## src/rtl/pvi_pkg.sv

```systemverilog
package pvi_pkg;
   typedef logic [7:0] ctl_t;

   localparam logic [7:0] CTL_BASE   = 8'h14;
   localparam logic [7:0] MASK_OFF   = 8'h36;
   localparam logic [7:0] PEND_OFF   = 8'h3A;
   localparam logic [7:0] WDV_OFF    = 8'h42;
   localparam logic [7:0] U0V_OFF    = 8'h44;
   localparam logic [7:0] U1V_OFF    = 8'h45;
   localparam logic [7:0] DFLT_VEC   = 8'h0F;
   localparam logic [7:0] AUTO_BASE  = 8'd24;
   localparam logic [4:0] MIN_RANK   = 5'd4;
   localparam int         MAX_SRC    = 15;

   // reset value of a source's control byte
   function automatic ctl_t ctl_reset(input int src);
      if (src >= 1 && src <= 7)       return ctl_t'(src * 4);
      else if (src == 8)              return 8'h1C;
      else if (src >= 9 && src <= 11) return 8'h80;
      else                            return 8'h00;
   endfunction
endpackage

```

## src/rtl/pvi_regs.sv

```systemverilog
module pvi_regs
   import pvi_pkg::*;
#(
   parameter int NUM_SRC = 13
) (
   input  logic                       clk,
   input  logic                       rst_n,
   input  logic                       bus_wr,
   input  logic                       bus_word,
   input  logic [7:0]                 bus_addr,
   input  logic [15:0]                bus_wdata,
   output logic [15:0]                bus_rdata,
   input  logic [NUM_SRC:1]           irq_src,
   output logic [NUM_SRC:1][7:0]      ctl,
   output logic [NUM_SRC:1]           mask,
   output logic [7:0]                 wdog_vec,
   output logic [7:0]                 uart0_vec,
   output logic [7:0]                 uart1_vec
);
   localparam logic [15:0] SRC_BITS = 16'((32'd1 << (NUM_SRC + 1)) - 32'd2);
   localparam logic [7:0]  MASK_LO  = MASK_OFF + 8'd1;

   logic [NUM_SRC:1][7:0] ctl_q;
   logic [15:0]           mask_q;
   logic [15:0]           pend_q;
   logic [7:0]            wdv_q, u0v_q, u1v_q;

   function automatic logic wr_hit(input logic [7:0] off);
      return bus_wr && (bus_word ? (bus_addr[7:1] == off[7:1]) : (bus_addr == off));
   endfunction

   function automatic logic [7:0] wr_lane(input logic [7:0] off);
      return (bus_word && !off[0]) ? bus_wdata[15:8] : bus_wdata[7:0];
   endfunction

   always_ff @(posedge clk or negedge rst_n) begin
      if (!rst_n) begin
         for (int i = 1; i <= NUM_SRC; i++) ctl_q[i] <= ctl_reset(i);
      end else begin
         for (int i = 1; i <= NUM_SRC; i++)
            if (wr_hit(CTL_BASE + 8'(i - 1))) ctl_q[i] <= wr_lane(CTL_BASE + 8'(i - 1));
      end
   end

   always_ff @(posedge clk or negedge rst_n) begin
      if (!rst_n) begin
         mask_q <= SRC_BITS;
         wdv_q  <= DFLT_VEC;
         u0v_q  <= 8'h00;
         u1v_q  <= 8'h00;
         pend_q <= 16'h0000;
      end else begin
         pend_q <= 16'({irq_src, 1'b0});
         if (wr_hit(MASK_OFF)) mask_q[15:8] <= wr_lane(MASK_OFF) & SRC_BITS[15:8];
         if (wr_hit(MASK_LO))  mask_q[7:0]  <= wr_lane(MASK_LO)  & SRC_BITS[7:0];
         if (wr_hit(WDV_OFF))  wdv_q <= wr_lane(WDV_OFF);
         if (wr_hit(U0V_OFF))  u0v_q <= wr_lane(U0V_OFF);
         if (wr_hit(U1V_OFF))  u1v_q <= wr_lane(U1V_OFF);
      end
   end

   function automatic logic [7:0] rd_byte(input logic [7:0] off);
      logic [7:0] r;
      r = 8'h00;
      if (off == MASK_OFF)              r = mask_q[15:8];
      if (off == MASK_LO)               r = mask_q[7:0];
      if (off == PEND_OFF)              r = pend_q[15:8];
      if (off == (PEND_OFF | 8'h01))    r = pend_q[7:0];
      if (off == WDV_OFF)               r = wdv_q;
      if (off == U0V_OFF)               r = u0v_q;
      if (off == U1V_OFF)               r = u1v_q;
      for (int i = 1; i <= NUM_SRC; i++)
         if (off == CTL_BASE + 8'(i - 1)) r = ctl_q[i];
      return r;
   endfunction

   always_comb begin
      if (bus_word) bus_rdata = {rd_byte({bus_addr[7:1], 1'b0}), rd_byte({bus_addr[7:1], 1'b1})};
      else          bus_rdata = {8'h00, rd_byte(bus_addr)};
   end

   assign ctl       = ctl_q;
   assign mask      = mask_q[NUM_SRC:1];
   assign wdog_vec  = wdv_q;
   assign uart0_vec = u0v_q;
   assign uart1_vec = u1v_q;

   AST_PEND_TRACKS: assert property (@(posedge clk) disable iff (!rst_n)
      1'b1 |=> pend_q == 16'({$past(irq_src), 1'b0}));
   AST_CTL_BYTE_WR: assert property (@(posedge clk) disable iff (!rst_n)
      (bus_wr && !bus_word && bus_addr == CTL_BASE) |=> ctl_q[1] == $past(bus_wdata[7:0]));
   AST_MASK_RSVD: assert property (@(posedge clk) disable iff (!rst_n)
      (bus_wr && bus_word && bus_addr[7:1] == MASK_OFF[7:1]) |=> mask_q[0] == 1'b0);
endmodule

```

## src/rtl/pvi_arbiter.sv

```systemverilog
module pvi_arbiter
   import pvi_pkg::*;
#(
   parameter int NUM_SRC = 13
) (
   input  logic                  clk,
   input  logic                  rst_n,
   input  logic [NUM_SRC:1]      irq_src,
   input  logic [NUM_SRC:1]      mask,
   input  logic [NUM_SRC:1][7:0] ctl,
   output logic                  win_valid,
   output logic [3:0]            win_idx,
   output logic                  win_auto,
   output logic [2:0]            win_lvl
);
   logic [4:0] rank [1:NUM_SRC];
   logic [4:0] best;
   logic [7:0] best_ctl;

   for (genvar g = 1; g <= NUM_SRC; g++) begin : g_rank
      assign rank[g] = (irq_src[g] && !mask[g]) ? ctl[g][4:0] : 5'd0;

      AST_RANK_MAX: assert property (@(posedge clk) disable iff (!rst_n)
         win_valid |-> best >= rank[g]);
      AST_TIE_LOW: assert property (@(posedge clk) disable iff (!rst_n)
         (win_valid && rank[g] == best) |-> win_idx <= 4'(g));
   end

   // strict compare keeps the lowest-numbered source on a tie
   always_comb begin
      best     = 5'd0;
      best_ctl = 8'h00;
      win_idx  = 4'd0;
      for (int i = 1; i <= NUM_SRC; i++) begin
         if (rank[i] > best) begin
            best     = rank[i];
            best_ctl = ctl[i];
            win_idx  = 4'(i);
         end
      end
   end

   assign win_valid = best >= MIN_RANK;
   assign win_auto  = best_ctl[7];
   assign win_lvl   = best_ctl[4:2];

   AST_WIN_UNMASKED: assert property (@(posedge clk) disable iff (!rst_n)
      win_valid |-> (irq_src[win_idx] && !mask[win_idx]));
endmodule

```

## src/rtl/pvi_vector.sv

```systemverilog
module pvi_vector
   import pvi_pkg::*;
#(
   parameter int WDOG_SRC  = 8,
   parameter int UART0_SRC = 12,
   parameter int UART1_SRC = 13
) (
   input  logic       clk,
   input  logic       rst_n,
   input  logic       win_valid,
   input  logic [3:0] win_idx,
   input  logic       win_auto,
   input  logic [2:0] win_lvl,
   input  logic [7:0] wdog_vec,
   input  logic [7:0] uart0_vec,
   input  logic [7:0] uart1_vec,
   output logic [2:0] irq_level,
   output logic [7:0] irq_vector
);
   logic [7:0] vec_n;

   always_comb begin
      if (!win_valid)                     vec_n = 8'h00;
      else if (win_auto)                  vec_n = AUTO_BASE + 8'(win_lvl);
      else if (win_idx == 4'(WDOG_SRC))   vec_n = wdog_vec;
      else if (win_idx == 4'(UART0_SRC))  vec_n = uart0_vec;
      else if (win_idx == 4'(UART1_SRC))  vec_n = uart1_vec;
      else                                vec_n = DFLT_VEC;
   end

   always_ff @(posedge clk or negedge rst_n) begin
      if (!rst_n) begin
         irq_level  <= 3'd0;
         irq_vector <= 8'h00;
      end else begin
         irq_level  <= win_valid ? win_lvl : 3'd0;
         irq_vector <= vec_n;
      end
   end

   AST_IDLE_ZERO: assert property (@(posedge clk) disable iff (!rst_n)
      irq_level == 3'd0 |-> irq_vector == 8'h00);
   AST_AUTOVEC: assert property (@(posedge clk) disable iff (!rst_n)
      (win_valid && win_auto) |=> irq_vector == AUTO_BASE + 8'(irq_level));
   AST_WDOG_VEC: assert property (@(posedge clk) disable iff (!rst_n)
      (win_valid && !win_auto && win_idx == 4'(WDOG_SRC)) |=> irq_vector == $past(wdog_vec));
   AST_DROP_IDLE: assert property (@(posedge clk) disable iff (!rst_n)
      !win_valid |=> (irq_level == 3'd0 && irq_vector == 8'h00));
endmodule

```

## src/rtl/prio_vec_intc.sv

```systemverilog
module prio_vec_intc
   import pvi_pkg::*;
#(
   parameter int NUM_SRC   = 13,
   parameter int WDOG_SRC  = 8,
   parameter int UART0_SRC = 12,
   parameter int UART1_SRC = 13
) (
   input  logic                 clk,
   input  logic                 rst_n,
   input  logic                 bus_wr,
   input  logic                 bus_word,
   input  logic [7:0]           bus_addr,
   input  logic [15:0]          bus_wdata,
   output logic [15:0]          bus_rdata,
   input  logic [NUM_SRC:1]     irq_src,
   output logic [2:0]           irq_level,
   output logic [7:0]           irq_vector
);
   if (NUM_SRC < 1 || NUM_SRC > MAX_SRC) begin : g_bad_num
      $error("NUM_SRC must lie in 1..15");
   end
   if (WDOG_SRC < 1 || WDOG_SRC > NUM_SRC || UART0_SRC < 1 || UART0_SRC > NUM_SRC ||
       UART1_SRC < 1 || UART1_SRC > NUM_SRC) begin : g_bad_map
      $error("programmable-vector source numbers must name existing sources");
   end
   if (WDOG_SRC == UART0_SRC || WDOG_SRC == UART1_SRC || UART0_SRC == UART1_SRC) begin : g_dup_map
      $error("programmable-vector sources must be distinct");
   end

   logic [NUM_SRC:1][7:0] ctl_w;
   logic [NUM_SRC:1]      mask_w;
   logic [7:0]            wdv_w, u0v_w, u1v_w;
   logic                  win_valid, win_auto;
   logic [3:0]            win_idx;
   logic [2:0]            win_lvl;

   pvi_regs #(.NUM_SRC(NUM_SRC)) u_regs (
      .clk(clk), .rst_n(rst_n), .bus_wr(bus_wr), .bus_word(bus_word),
      .bus_addr(bus_addr), .bus_wdata(bus_wdata), .bus_rdata(bus_rdata),
      .irq_src(irq_src), .ctl(ctl_w), .mask(mask_w),
      .wdog_vec(wdv_w), .uart0_vec(u0v_w), .uart1_vec(u1v_w)
   );

   pvi_arbiter #(.NUM_SRC(NUM_SRC)) u_arb (
      .clk(clk), .rst_n(rst_n), .irq_src(irq_src), .mask(mask_w), .ctl(ctl_w),
      .win_valid(win_valid), .win_idx(win_idx), .win_auto(win_auto), .win_lvl(win_lvl)
   );

   pvi_vector #(.WDOG_SRC(WDOG_SRC), .UART0_SRC(UART0_SRC), .UART1_SRC(UART1_SRC)) u_vec (
      .clk(clk), .rst_n(rst_n), .win_valid(win_valid), .win_idx(win_idx),
      .win_auto(win_auto), .win_lvl(win_lvl), .wdog_vec(wdv_w),
      .uart0_vec(u0v_w), .uart1_vec(u1v_w),
      .irq_level(irq_level), .irq_vector(irq_vector)
   );
endmodule

```

## config.mk

```make
export PLATFORM = sky130hd
export DESIGN_NAME = prio_vec_intc
export DESIGN_NICKNAME = d
export VERILOG_FILES = /design/src/rtl/pvi_pkg.sv /design/src/rtl/pvi_regs.sv /design/src/rtl/pvi_arbiter.sv /design/src/rtl/pvi_vector.sv /design/src/rtl/prio_vec_intc.sv
export SDC_FILE = /design/constraint.sdc
export NUM_CORES = 1
export LEC_CHECK = 0
export ABC_AREA = 1
export BUFFER_PORTS_ARGS = -buffer_cell sky130_fd_sc_hd__buf_2
export CAP_MARGIN = 10
export CORE_AREA = 5 5 180 182
export DETAILED_ROUTE_END_ITERATION = 12
export DIE_AREA = 0 0 185 187
export HOLD_SLACK_MARGIN = 0.12
export PLACE_DENSITY_LB_ADDON = 0.1
export SKIP_CTS_REPAIR_TIMING = 1
export SLEW_MARGIN = 20
export SYNTH_ARGS = -nofsm -noshare
export SYNTH_HDL_FRONTEND = slang
export SYNTH_SLANG_ARGS = --single-unit
```

## constraint.sdc

```tcl
create_clock -name clk -period 21.1 [get_ports clk]
set_clock_uncertainty 0.15 [all_clocks]
set_input_delay 1.055 -clock clk [delete_from_list [all_inputs] [get_ports clk]]
set_output_delay 1.055 -clock clk [all_outputs]
set_load 0.1 [all_outputs]
```

Yosys cells after proc, flatten, opt, wreduce, memory -nomap -nowiden
Cells that the tools add are included.

storage, ports and cells
  logic and storage cells = 232
  flip-flop bits (word level) = 165

cells by class
  $add $sub $neg = 1
  eq/ne operators = 34
  $lt $le $gt $ge = 14
  reduce and logical (&&, ||, !) cells = 44
  muxes and demuxes = 118

operators with widths
  kind                                                                                  number
  8-bit two-way mux                                                                     57
  5-bit two-way mux                                                                     26
  8-bit by 5-bit == test with 1-bit output (second input constant)                      12
  5-bit > comparator                                                                    12
  7-bit by 4-bit == test with 1-bit output (second input constant)                      6
  8-bit by 6-bit == test with 1-bit output (second input constant)                      5
  1-bit logical AND                                                                     31
  8-bit by 7-bit == test with 1-bit output (second input constant)                      3
  4-bit two-way mux                                                                     6
  7-bit by 5-bit == test with 1-bit output (second input constant)                      3
  1-bit two-way mux                                                                     19
  16-bit two-way mux                                                                    1
  3-bit two-way mux                                                                     5
  7-bit by 6-bit == test with 1-bit output (second input constant)                      2
  1-bit logical NOT                                                                     13
  4-bit == test (second input constant)                                                 3
  6-bit two-way mux                                                                     2
  5-bit by 3-bit adder with 6-bit output (first input constant)                         1
  5-bit by 3-bit greater-or-equal comparator with 1-bit output (second input constant)  1
  5-bit by 1-bit > comparator with 1-bit output (second input constant)                 1
  2-bit two-way mux                                                                     2

Logic depth before layout (Yosys ltp)
Gate-level depths: netlist of the first run.

  depth after elaboration = 35
  gate-level depth with buffers = 124

Modules after synthesis
A second synthesis of the first run with hierarchy kept.

unflattened totals
  cells, all modules = 1887
  area total of the unflattened synthesis = 12693.4 µm²

by module, submodules not included
  module       area each (µm²)  times used  cells each
  pvi_regs     8385.5           1           1136
  pvi_arbiter  3639.7           1           660
  pvi_vector   668.1            1           91

Worst setup path after synthesis of the first run
OpenSTA, ideal clock, no wires.

  path kind = input port to flip-flop
  start = input port irq_src[1] (netlist bit)
  end = register u_vec.irq_vector[2]
  arrival = 15491 ps
  cell stages on the path = 119
  data required time = 20839 ps
  buffers on the path = 6
  setup slack = 5348 ps
  cell sequence = inv_1 -> nor2_2 -> inv_1 -> nor2_1 -> inv_1 -> ha_1 -> nand2_1 -> nand2_1 -> nand2_1 -> nand3_2 -> nand2_2 -> buf_6 -> nand2_4 -> nand2_1 -> inv_1 -> ha_1 -> nand2_1 -> nor2_2 -> [83 not listed] -> nand3_2 -> and2_1 -> ha_1 -> nand2_1 -> inv_1 -> o21bai_1 -> nand3_1 -> nand2_1 -> inv_1 -> nor2_1 -> inv_2 -> o22ai_1 -> o21bai_1 -> inv_1 -> nand2_1 -> nand2_1 -> nand2_2 -> inv_2

between the ends
  word-level cells in the longest chain between the ends = 34

RTL lines
  element                                        RTL line             RTL
  start, declared                                prio_vec_intc.sv:16  input logic [NUM_SRC:1] irq_src,
  1-bit logical AND (*)                          pvi_arbiter.sv:21    assign rank[g] = (irq_src[g] && !mask[g]) ? ctl[g][4:0] : 5'd0;
  5-bit two-way mux (*)                          pvi_arbiter.sv:21
  5-bit by 1-bit > comparator with 1-bit output  pvi_arbiter.sv:35    if (rank[i] > best) begin
  5-bit two-way mux                              pvi_arbiter.sv:35
  5-bit > comparator                             pvi_arbiter.sv:35
  5-bit two-way mux                              pvi_arbiter.sv:35
  5-bit > comparator                             pvi_arbiter.sv:35
  5-bit two-way mux                              pvi_arbiter.sv:35
  [19 not listed]                                -
  4-bit two-way mux                              pvi_arbiter.sv:35
  4-bit == test                                  pvi_vector.sv:27     else if (win_idx == 4'(UART1_SRC)) vec_n = uart1_vec;
  8-bit two-way mux                              pvi_vector.sv:27
  8-bit two-way mux                              pvi_vector.sv:26     else if (win_idx == 4'(UART0_SRC)) vec_n = uart0_vec;
  8-bit two-way mux                              pvi_vector.sv:25     else if (win_idx == 4'(WDOG_SRC)) vec_n = wdog_vec;
  8-bit two-way mux                              pvi_vector.sv:24     else if (win_auto) vec_n = AUTO_BASE + 8'(win_lvl);
  8-bit two-way mux (*)                          pvi_vector.sv:23     if (!win_valid) vec_n = 8'h00;
  via u_vec.vec_n[2]                             pvi_vector.sv:20     logic [7:0] vec_n;
  end signal, assigned                           pvi_vector.sv:37     irq_vector <= vec_n;
  end, declared                                  pvi_vector.sv:18     output logic [7:0] irq_vector

Mark *: on every way through the listed nets, which the timed path passes. The rest lies on a longest branch.
A chain may end at the register's enable or synchronous reset.

Worst setup path after layout of the first run
Ends and elaborated chain as after synthesis.

==> results of run 1 <==
metrics by stage:
step                setup slack (ns)  instance area (um2)  utilization, %
global route                   0.143                13300            43.7
detailed placement              1.39                12700            41.7
CTS                             1.82                13300            43.6
global placement                2.29                12700            41.7
finish                          2.22                13300            43.7
floorplan                       5.35                12000               -
path summary, 6_finish.rpt:
path	from	end	slack [ns]	depth (start not counted)
max in group asynchronous	rst_n	u_regs.ctl[39]$_DFFE_PN0P_	18.47	3
worst max-delay path	irq_src[1]	u_vec.irq_vector[2]$_DFF_PN0_	2.22	120
worst max register to register	u_regs.mask_q[2]$_DFFE_PN1P_	u_vec.irq_vector[2]$_DFF_PN0_	2.50	118
worst min register to register	u_regs.ctl[65]$_DFFE_PN0P_	u_regs.ctl[65]$_DFFE_PN0P_	0.34	2
worst min-delay path	u_regs.ctl[65]$_DFFE_PN0P_	u_regs.ctl[65]$_DFFE_PN0P_	0.34	2
min in group asynchronous	rst_n	u_regs.wdog_vec[4]$_DFFE_PN0P_	0.43	1
metal layers:
metal	up-vias	global-route usage (%)
li1	5849	-
met1	5874	39.4
met2	533	44.2
met3	94	4.88
met4	2	11.0
met5	-	0
worst reg2reg max path, delay by kind of cell, from the launching register on:
kind / cells / cell delay (ns)
AO/OA/AOI/OAI: 16 / 2.56
AND/OR/NAND/NOR: 66 / 8.67
adder cells (fa/ha/maj): 12 / 3.61
buffers and inverters: 24 / 3.00
flip-flops: 1 / 0.53
cells in the final DEF, fill, tap and decap left out, drive strengths merged, types with 7 or more instances in the layout:
| master | instances |
|---|---|
| o2111ai | 8 |
| clkinv | 7 |
| a221oi | 12 |
| dfrtp | 130 |
| nor3 | 18 |
| o211ai | 14 |
| nand2 | 518 |
| and2 | 14 |
| o21bai | 10 |
| nand4 | 23 |
| nand3 | 90 |
| a31oi | 7 |
| inv | 248 |
| o21ai | 243 |
| buf | 74 |
| clkbuf | 19 |
| o22ai | 29 |
| nor2 | 135 |
| dfstp | 35 |
| o221ai | 11 |
| ha | 60 |
| a21oi | 67 |
layout make-up:
cell class                      count  area, um2
Fill cell                        3260      17100
Multi-Input combinational cell   1281       6710
Inverter                          248        931
Tap cell                          396        495
Clock buffer                       19        443
Timing Repair Buffer               74        394
Clock inverter                     13        146
Sequential cell                   165       4170
state kept, by name (all words and copies together), names as in the netlist:
register          cells
u_regs.ctl          104
u_regs.pend_q        13
u_regs.mask_q        13
u_regs.uart0_vec      8
u_regs.uart1_vec      8
u_vec.irq_level       3
u_vec.irq_vector      8
u_regs.wdog_vec       8
kinds of logic (layout without fill, tap and decap cells):
group | count (synthesis) | after routing | synth area share, %
AO/OA/AOI/OAI | 414 | 414 | 19.8
buffers and inverters | 288 | 354 | 9.32
AND/OR/NAND/NOR | 807 | 807 | 29.8
adder cells (fa/ha/maj) | 60 | 60 | 6.26
flip-flops | 165 | 165 | 34.8
==> flow_metrics.tcl, run 1 <==
set metrics [dict create \
    routed_wirelength_um 49200 \
    die_h_um 187 \
    setup_viol 0 \
    path_class "in -> reg" \
    io_buffers 67 \
    syn_inst 1734 \
    synthArstFlopShare_pct 100 \
    vias_per_cell 5.62 \
    syn_area_per_cell_um2 6.91 \
    hold_path_class "reg -> reg" \
    met1_length_um 21500 \
    worst_setup_path_end_kind "register" \
    path_common_cell "nand2_1" \
    yosys.area.top_type_share_pct 27.1 \
    start_util_pct 39.4 \
    start_kind "input pin" \
    slew_violations 0 \
    area.growth.synth_to_final_pct 10.9 \
    clock-sinks 165 \
    yosysSeqAreaShare_pct 34.8 \
    hold_violations 0 \
    die_area_mm2 0.0346 \
    cts_buffers 17 \
    post-route-period-util_pct 89.5 \
    cpPeakStageDelay_ns 0.38 \
    fin_nets 1888 \
    worstPathMaxFanout 16 \
    grt_max_degree 57 \
    dpl.cell_count 2164 \
    io_pins 68 \
    htree_num_levels 4 \
    antenna_found_initial 2 \
    drt-pass1-iter-count 6 \
    rows 64 \
    top_layer "met5" \
    die_w_um 185 \
    cts_tree "yes" \
    setup_tns_ns 0 \
    slowest_stage "nor4_1" \
    synth.most_common_cell "nand2_1" \
    cts-root-buf "clkbuf_16" \
    yosys.area.top_type "dfrtp_1" \
    ant_nets 0 \
    synth_nets 1835 \
    status "finished clean" \
    synth_commonest_cells "nand2_1 (491), inv_1 (227), o21ai_0 (218)" \
    wl_met3_um 3370 \
    critPathTopFamily "simple AND/OR/NAND/NOR gates" \
    instances_no_fill 2196 \
    min_period_ns 18.88 \
    synth_cell_types 45 \
    synth_edf_count 0 \
    yosysWarnings 0 \
    max_cap_violations 0 \
    core_mm2 0.0304 \
    synth_flop_cell "dfrtp_1" \
    worst_slew_pin_slew_ns 1.15 \
    first_global_vias 11900 \
    clk_latency_ns 0.44 \
    required_ns 21.28 \
    routed-wl-met2_um 22200 \
    worst-path-buf-inv 25 \
    drt-wirelength-per-cell_um 22.4 \
    gr-total-overflow 0 \
    drc 0 \
    n_antenna_cell 0 \
    clk_pin_slew_worst_paths_ns 0.07 \
    syn-cell-area_mm2 0.0120 \
    drt_iter0_markers 1306 \
    ys_ff_latch 165 \
    synth_area_leaders "dfrtp_1 (27%), nand2_1 (15%), o21ai_0 (9.1%)" \
    rsz0062_at_grt "no" \
    gp_congestion 0.970 \
    holdWs_ns 0.339 \
    crit_arrival_ns 19.06 \
    maxClockFrequency_mhz 53.0 \
    vias 12400 \
    grt_use_total_pct 28.4 \
    cts_buffer_depth 2 \
    hpwl_um 38200 \
    grt_pass1_wl_um 74500 \
    relSlewSlack_pct 22.7 \
    final_layout_size_suffix_gt1_share_pct 13.7 \
]
Power of run 1 is left out: the tool's default activity adds up to more than one toggle a clock period on the data nets, which glitch-free logic cannot reach.
==> inputs of run 2 (changes only) <==
Settings changed: PLACE_DENSITY_LB_ADDON 0.1 to 0.08.
==> run 2 against run 1 <==
Via count fell by 0.24%. Highest routed layer is now met4. First-iteration DRC count decreased by 13%. Die area unchanged.
==> flow_metrics.tcl, run 2 (synthesis gave the netlist of run 1 again) <==
set metrics [dict create \
    grt_use_total_pct 28.8 \
    maxClockFrequency_mhz 53.0 \
    setup_viol 0 \
    hold_path_class "reg -> reg" \
    hold_start "u_regs.ctl[65]$_DFFE_PN0P_" \
    cpPeakStageDelay_ns 0.41 \
    final_common_cell "nand2_1" \
    final_layout_size_suffix_gt1_share_pct 13.7 \
    start_util_pct 39.4 \
    die_area_mm2 0.0346 \
    io_pins 68 \
    io_buffers 67 \
    hold_depth 2 \
    min_period_ns 18.88 \
    rows 64 \
    drt-pass1-iter-count 6 \
    vias 12300 \
    instances_no_fill 2196 \
    antenna_found_initial 4 \
    fin_nets 1887 \
    core_mm2 0.0304 \
    crit_arrival_ns 19.07 \
    cts_buffer_depth 2 \
    ff2ff_path_depth 118 \
    dpl.cell_count 2163 \
    worst_setup_path_end_kind "register" \
    cts-root-buf "clkbuf_16" \
    layout_common_cells "nand2_1 (489), inv_1 (227), o21ai_0 (218)" \
    status "finished clean" \
    preCtsSetupSlack_ns 1.55 \
    required_ns 21.29 \
    slowest_stage "nand2_1" \
    hpwl_um 38900 \
    path_class "in -> reg" \
    worst_slew_pin_slew_ns 1.01 \
    die_h_um 187 \
    cts_tree "yes" \
    fin_ws_ns 2.22 \
    crit_start "irq_src[1]" \
    drt-wirelength-per-cell_um 22.8 \
    first_global_vias 11800 \
    routed_wirelength_um 50100 \
    gr-total-overflow 0 \
    postPlaceCellArea_mm2 0.0127 \
    htree_num_levels 4 \
    setup_tns_ns 0 \
    r2r_start "u_regs.mask_q[2]$_DFFE_PN1P_" \
    vias_per_cell 5.61 \
    clock-sinks 165 \
    final_area_mm2 0.0133 \
    drt_iter0_markers 1140 \
    post-route-period-util_pct 89.5 \
    rsz0062_at_grt "no" \
    max_cap_violations 0 \
    path_common_cell "nand2_1" \
    clk_latency_ns 0.45 \
    largest_reg_flops 104 \
    grt_max_degree 96 \
    clk_pin_slew_worst_paths_ns 0.07 \
    area.growth.synth_to_final_pct 11.1 \
    worstPathMaxFanout 16 \
    start_kind "input pin" \
    cts_buffers 17 \
    relSlewSlack_pct 32.1 \
    die_w_um 185 \
    drc 0 \
    slew_violations 0 \
    grt_pass1_wl_um 74700 \
    gp_congestion 0.975 \
    hold_violations 0 \
    ant_nets 0 \
]
run 2: cell count changes in the layout (fill, tap and decap cells not counted), sizes merged:
cell,previous run,this run
inv,248,251
clkinv,7,6
diode,0,1
clkinvlp,4,2
buf,74,73
run 2: worst max-delay path, delay by kind of cell:
kind / cells / cell delay, ns
AND/OR/NAND/NOR: 69 / 9.01
AO/OA/AOI/OAI: 15 / 2.26
adder cells (fa/ha/maj): 12 / 3.64
buffers and inverters: 25 / 3.10
run 2: area by class of cell:
type | count | area (um2)
Multi-Input combinational cell | 1281 | 6710
Clock buffer | 19 | 453
Inverter | 248 | 931
Antenna cell | 1 | 2.50
Timing Repair Buffer | 73 | 387
Sequential cell | 165 | 4170
Fill cell | 3248 | 17100
Clock inverter | 13 | 159
Tap cell | 396 | 495
run 2: final timing paths:
kind,to,slack (ns)
min reg2reg,u_regs.ctl[65]$_DFFE_PN0P_,0.34
max,u_vec.irq_vector[2]$_DFF_PN0_,2.22
min in group asynchronous,u_regs.pend_q[13]$_DFF_PN0_,0.53
max in group asynchronous,u_regs.ctl[68]$_DFFE_PN0P_,18.73
min,u_regs.ctl[65]$_DFFE_PN0P_,0.34
max reg2reg,u_vec.irq_vector[2]$_DFF_PN0_,2.53
run 2: per-stage QoR:
stage / utilization, % / hold slack [ns]
after floorplan: - / 0.303
after global placement: 41.7 / 0.316
after detailed placement: 41.7 / 0.324
after CTS: 43.7 / 0.341
after global routing: 43.7 / 0.348
final: 43.8 / 0.342
run 2: metal layers:
layer	GRT usage, %	vias up	part of all wire [%]
met1	39.0	5911	44
met5	0	-	0
met3	5.62	97	6.3
li1	-	5853	-
met4	11.5	0	4.3
met2	45.4	461	45
Power of run 2 is left out for the same reason.
==> inputs of run 3 (changes only) <==
Settings changed: CORE_AREA 5 5 180 182 to 3 3 178 180, DIE_AREA 0 0 185 187 to 0 0 181 183.
==> run 3 against run 2 <==
Clock-buffer cell count rose by 2. Hold slack got worse by 0.0054 ns. Die area fell by 4.3%. Global-route usage rose by 0.82 points. Non-clock buffer count rose by 1. Critical path depth fell by 1. Utilization barely moved. Via count barely moved. Critical endpoint unchanged. Final area fell by 0.25%. Routed wire length fell by 1.7%. First-iteration DRC count fell by 9.7%. Maximum frequency barely moved.
==> flow_metrics.tcl, run 3 (synthesis gave the netlist of run 1 again) <==
set metrics [dict create \
    cts_tree "yes" \
    drt-pass1-iter-count 8 \
    holdPathEnd "u_regs.ctl[65]$_DFFE_PN0P_" \
    grt_use_total_pct 29.7 \
    instances_no_fill 2197 \
    rows 64 \
    maxClockFrequency_mhz 53.0 \
    gr-total-overflow 0 \
    grt_pass1_wl_um 74300 \
    timing.rr.end "u_vec.irq_vector[2]$_DFF_PN0_" \
    clock-sinks 165 \
    vias_per_cell 5.61 \
    rsz0062_at_grt "no" \
    hold_violations 0 \
    worstPathMaxFanout 16 \
    core_mm2 0.0303 \
    min_period_ns 18.88 \
    r2r_slack_ns 2.47 \
    area.growth.synth_to_final_pct 10.8 \
    cts_buffers 17 \
    ff2ff_path_depth 117 \
    io_pins 68 \
    crit_arrival_ns 19.07 \
    io_buffers 67 \
    layout_common_cells "nand2_1 (488), inv_1 (227), o21ai_0 (218)" \
    start_util_pct 39.5 \
    drt-wirelength-per-cell_um 22.4 \
    worst_setup_path_end_kind "register" \
    grt_max_degree 106 \
    die_h_um 183 \
    first_global_vias 11800 \
    relSlewSlack_pct 27.8 \
    hold_start "u_regs.ctl[65]$_DFFE_PN0P_" \
    cpPeakStageDelay_ns 0.42 \
    die_area_mm2 0.0331 \
    gp_congestion 0.935 \
    hold_path_class "reg -> reg" \
    drc 0 \
    antenna_found_initial 0 \
    slowest_stage "nand2_1" \
    hold_depth 2 \
    hpwl_um 38400 \
    drt_iter0_markers 1029 \
    fin_util_pct 43.8 \
    path_class "in -> reg" \
    setup_viol 0 \
    ant_nets 0 \
    crit_start "irq_src[1]" \
    holdWs_ns 0.336 \
    worst_slew_pin_slew_ns 1.08 \
    setup_tns_ns 0 \
    r2r_start "u_regs.mask_q[2]$_DFFE_PN1P_" \
    routed_wirelength_um 49200 \
    required_ns 21.30 \
    final_layout_size_suffix_gt1_share_pct 13.7 \
    die_w_um 181 \
    clk_latency_ns 0.46 \
    htree_num_levels 4 \
    fin_nets 1888 \
    final_common_cell "nand2_1" \
    status "finished clean" \
    largest_reg_flops 104 \
    max_cap_violations 0 \
    slew_violations 0 \
    dpl.cell_count 2164 \
    vias 12300 \
    post-route-period-util_pct 89.5 \
    start_kind "input pin" \
    cts-root-buf "clkbuf_16" \
    path_common_cell "nand2_1" \
    cts_buffer_depth 2 \
    clk_pin_slew_worst_paths_ns 0.07 \
]
-- run 3: changes by cell type in the layout (fill, tap and decap cells not counted), sizes merged --
cell      previous run  this run
buf                 73        74
bufinv               2         1
clkbuf              19        21
clkinv               6         5
clkinvlp             2         4
inv                251       249
-- run 3: area by class of cell --
type | count | area, um2
antenna | 1 | 2.50
inverter | 248 | 931
clock inverter | 11 | 118
fill | 3242 | 17100
tap | 396 | 495
sequential | 165 | 4170
multi-input combinational | 1281 | 6720
timing repair buffer | 74 | 394
clock buffer | 21 | 450
-- run 3: through the flow --
step	cell area, um2	worst slack [ns]
after floorplan	12000	5.35
after global placement	12700	2.23
after detailed placement	12700	1.43
after CTS	13300	1.85
after global routing	13300	0.175
final	13300	2.22
-- run 3: critical path: cells and delay by family --
kind | cells | cell delay [ns]
and+or+nand+nor | 67 | 8.79
adders and majority gates | 12 | 3.59
buffers and inverters | 25 | 3.11
AOI/OAI and AO/OA | 16 | 2.41
-- run 3: worst max-delay path by stage --
stage	endpoint	slack (ns)	cells past startpoint
floorplan	u_vec.irq_vector[2]$_DFF_PN0_	5.35	119
global placement	u_vec.irq_vector[2]$_DFF_PN0_	2.23	120
detailed placement	u_vec.irq_vector[2]$_DFF_PN0_	1.43	119
CTS	u_vec.irq_vector[2]$_DFF_PN0_	1.85	120
global route	u_vec.irq_vector[2]$_DFF_PN0_	0.17	121
finish	u_vec.irq_vector[2]$_DFF_PN0_	2.22	120
-- run 3: metal layers --
layer / global-route usage (%) / wire (um)
met5: 0 / 0
met4: 10.9 / 1850
met3: 4.56 / 2860
met1: 40.6 / 21900
met2: 47.9 / 22600
Power of run 3 is left out for the same reason.
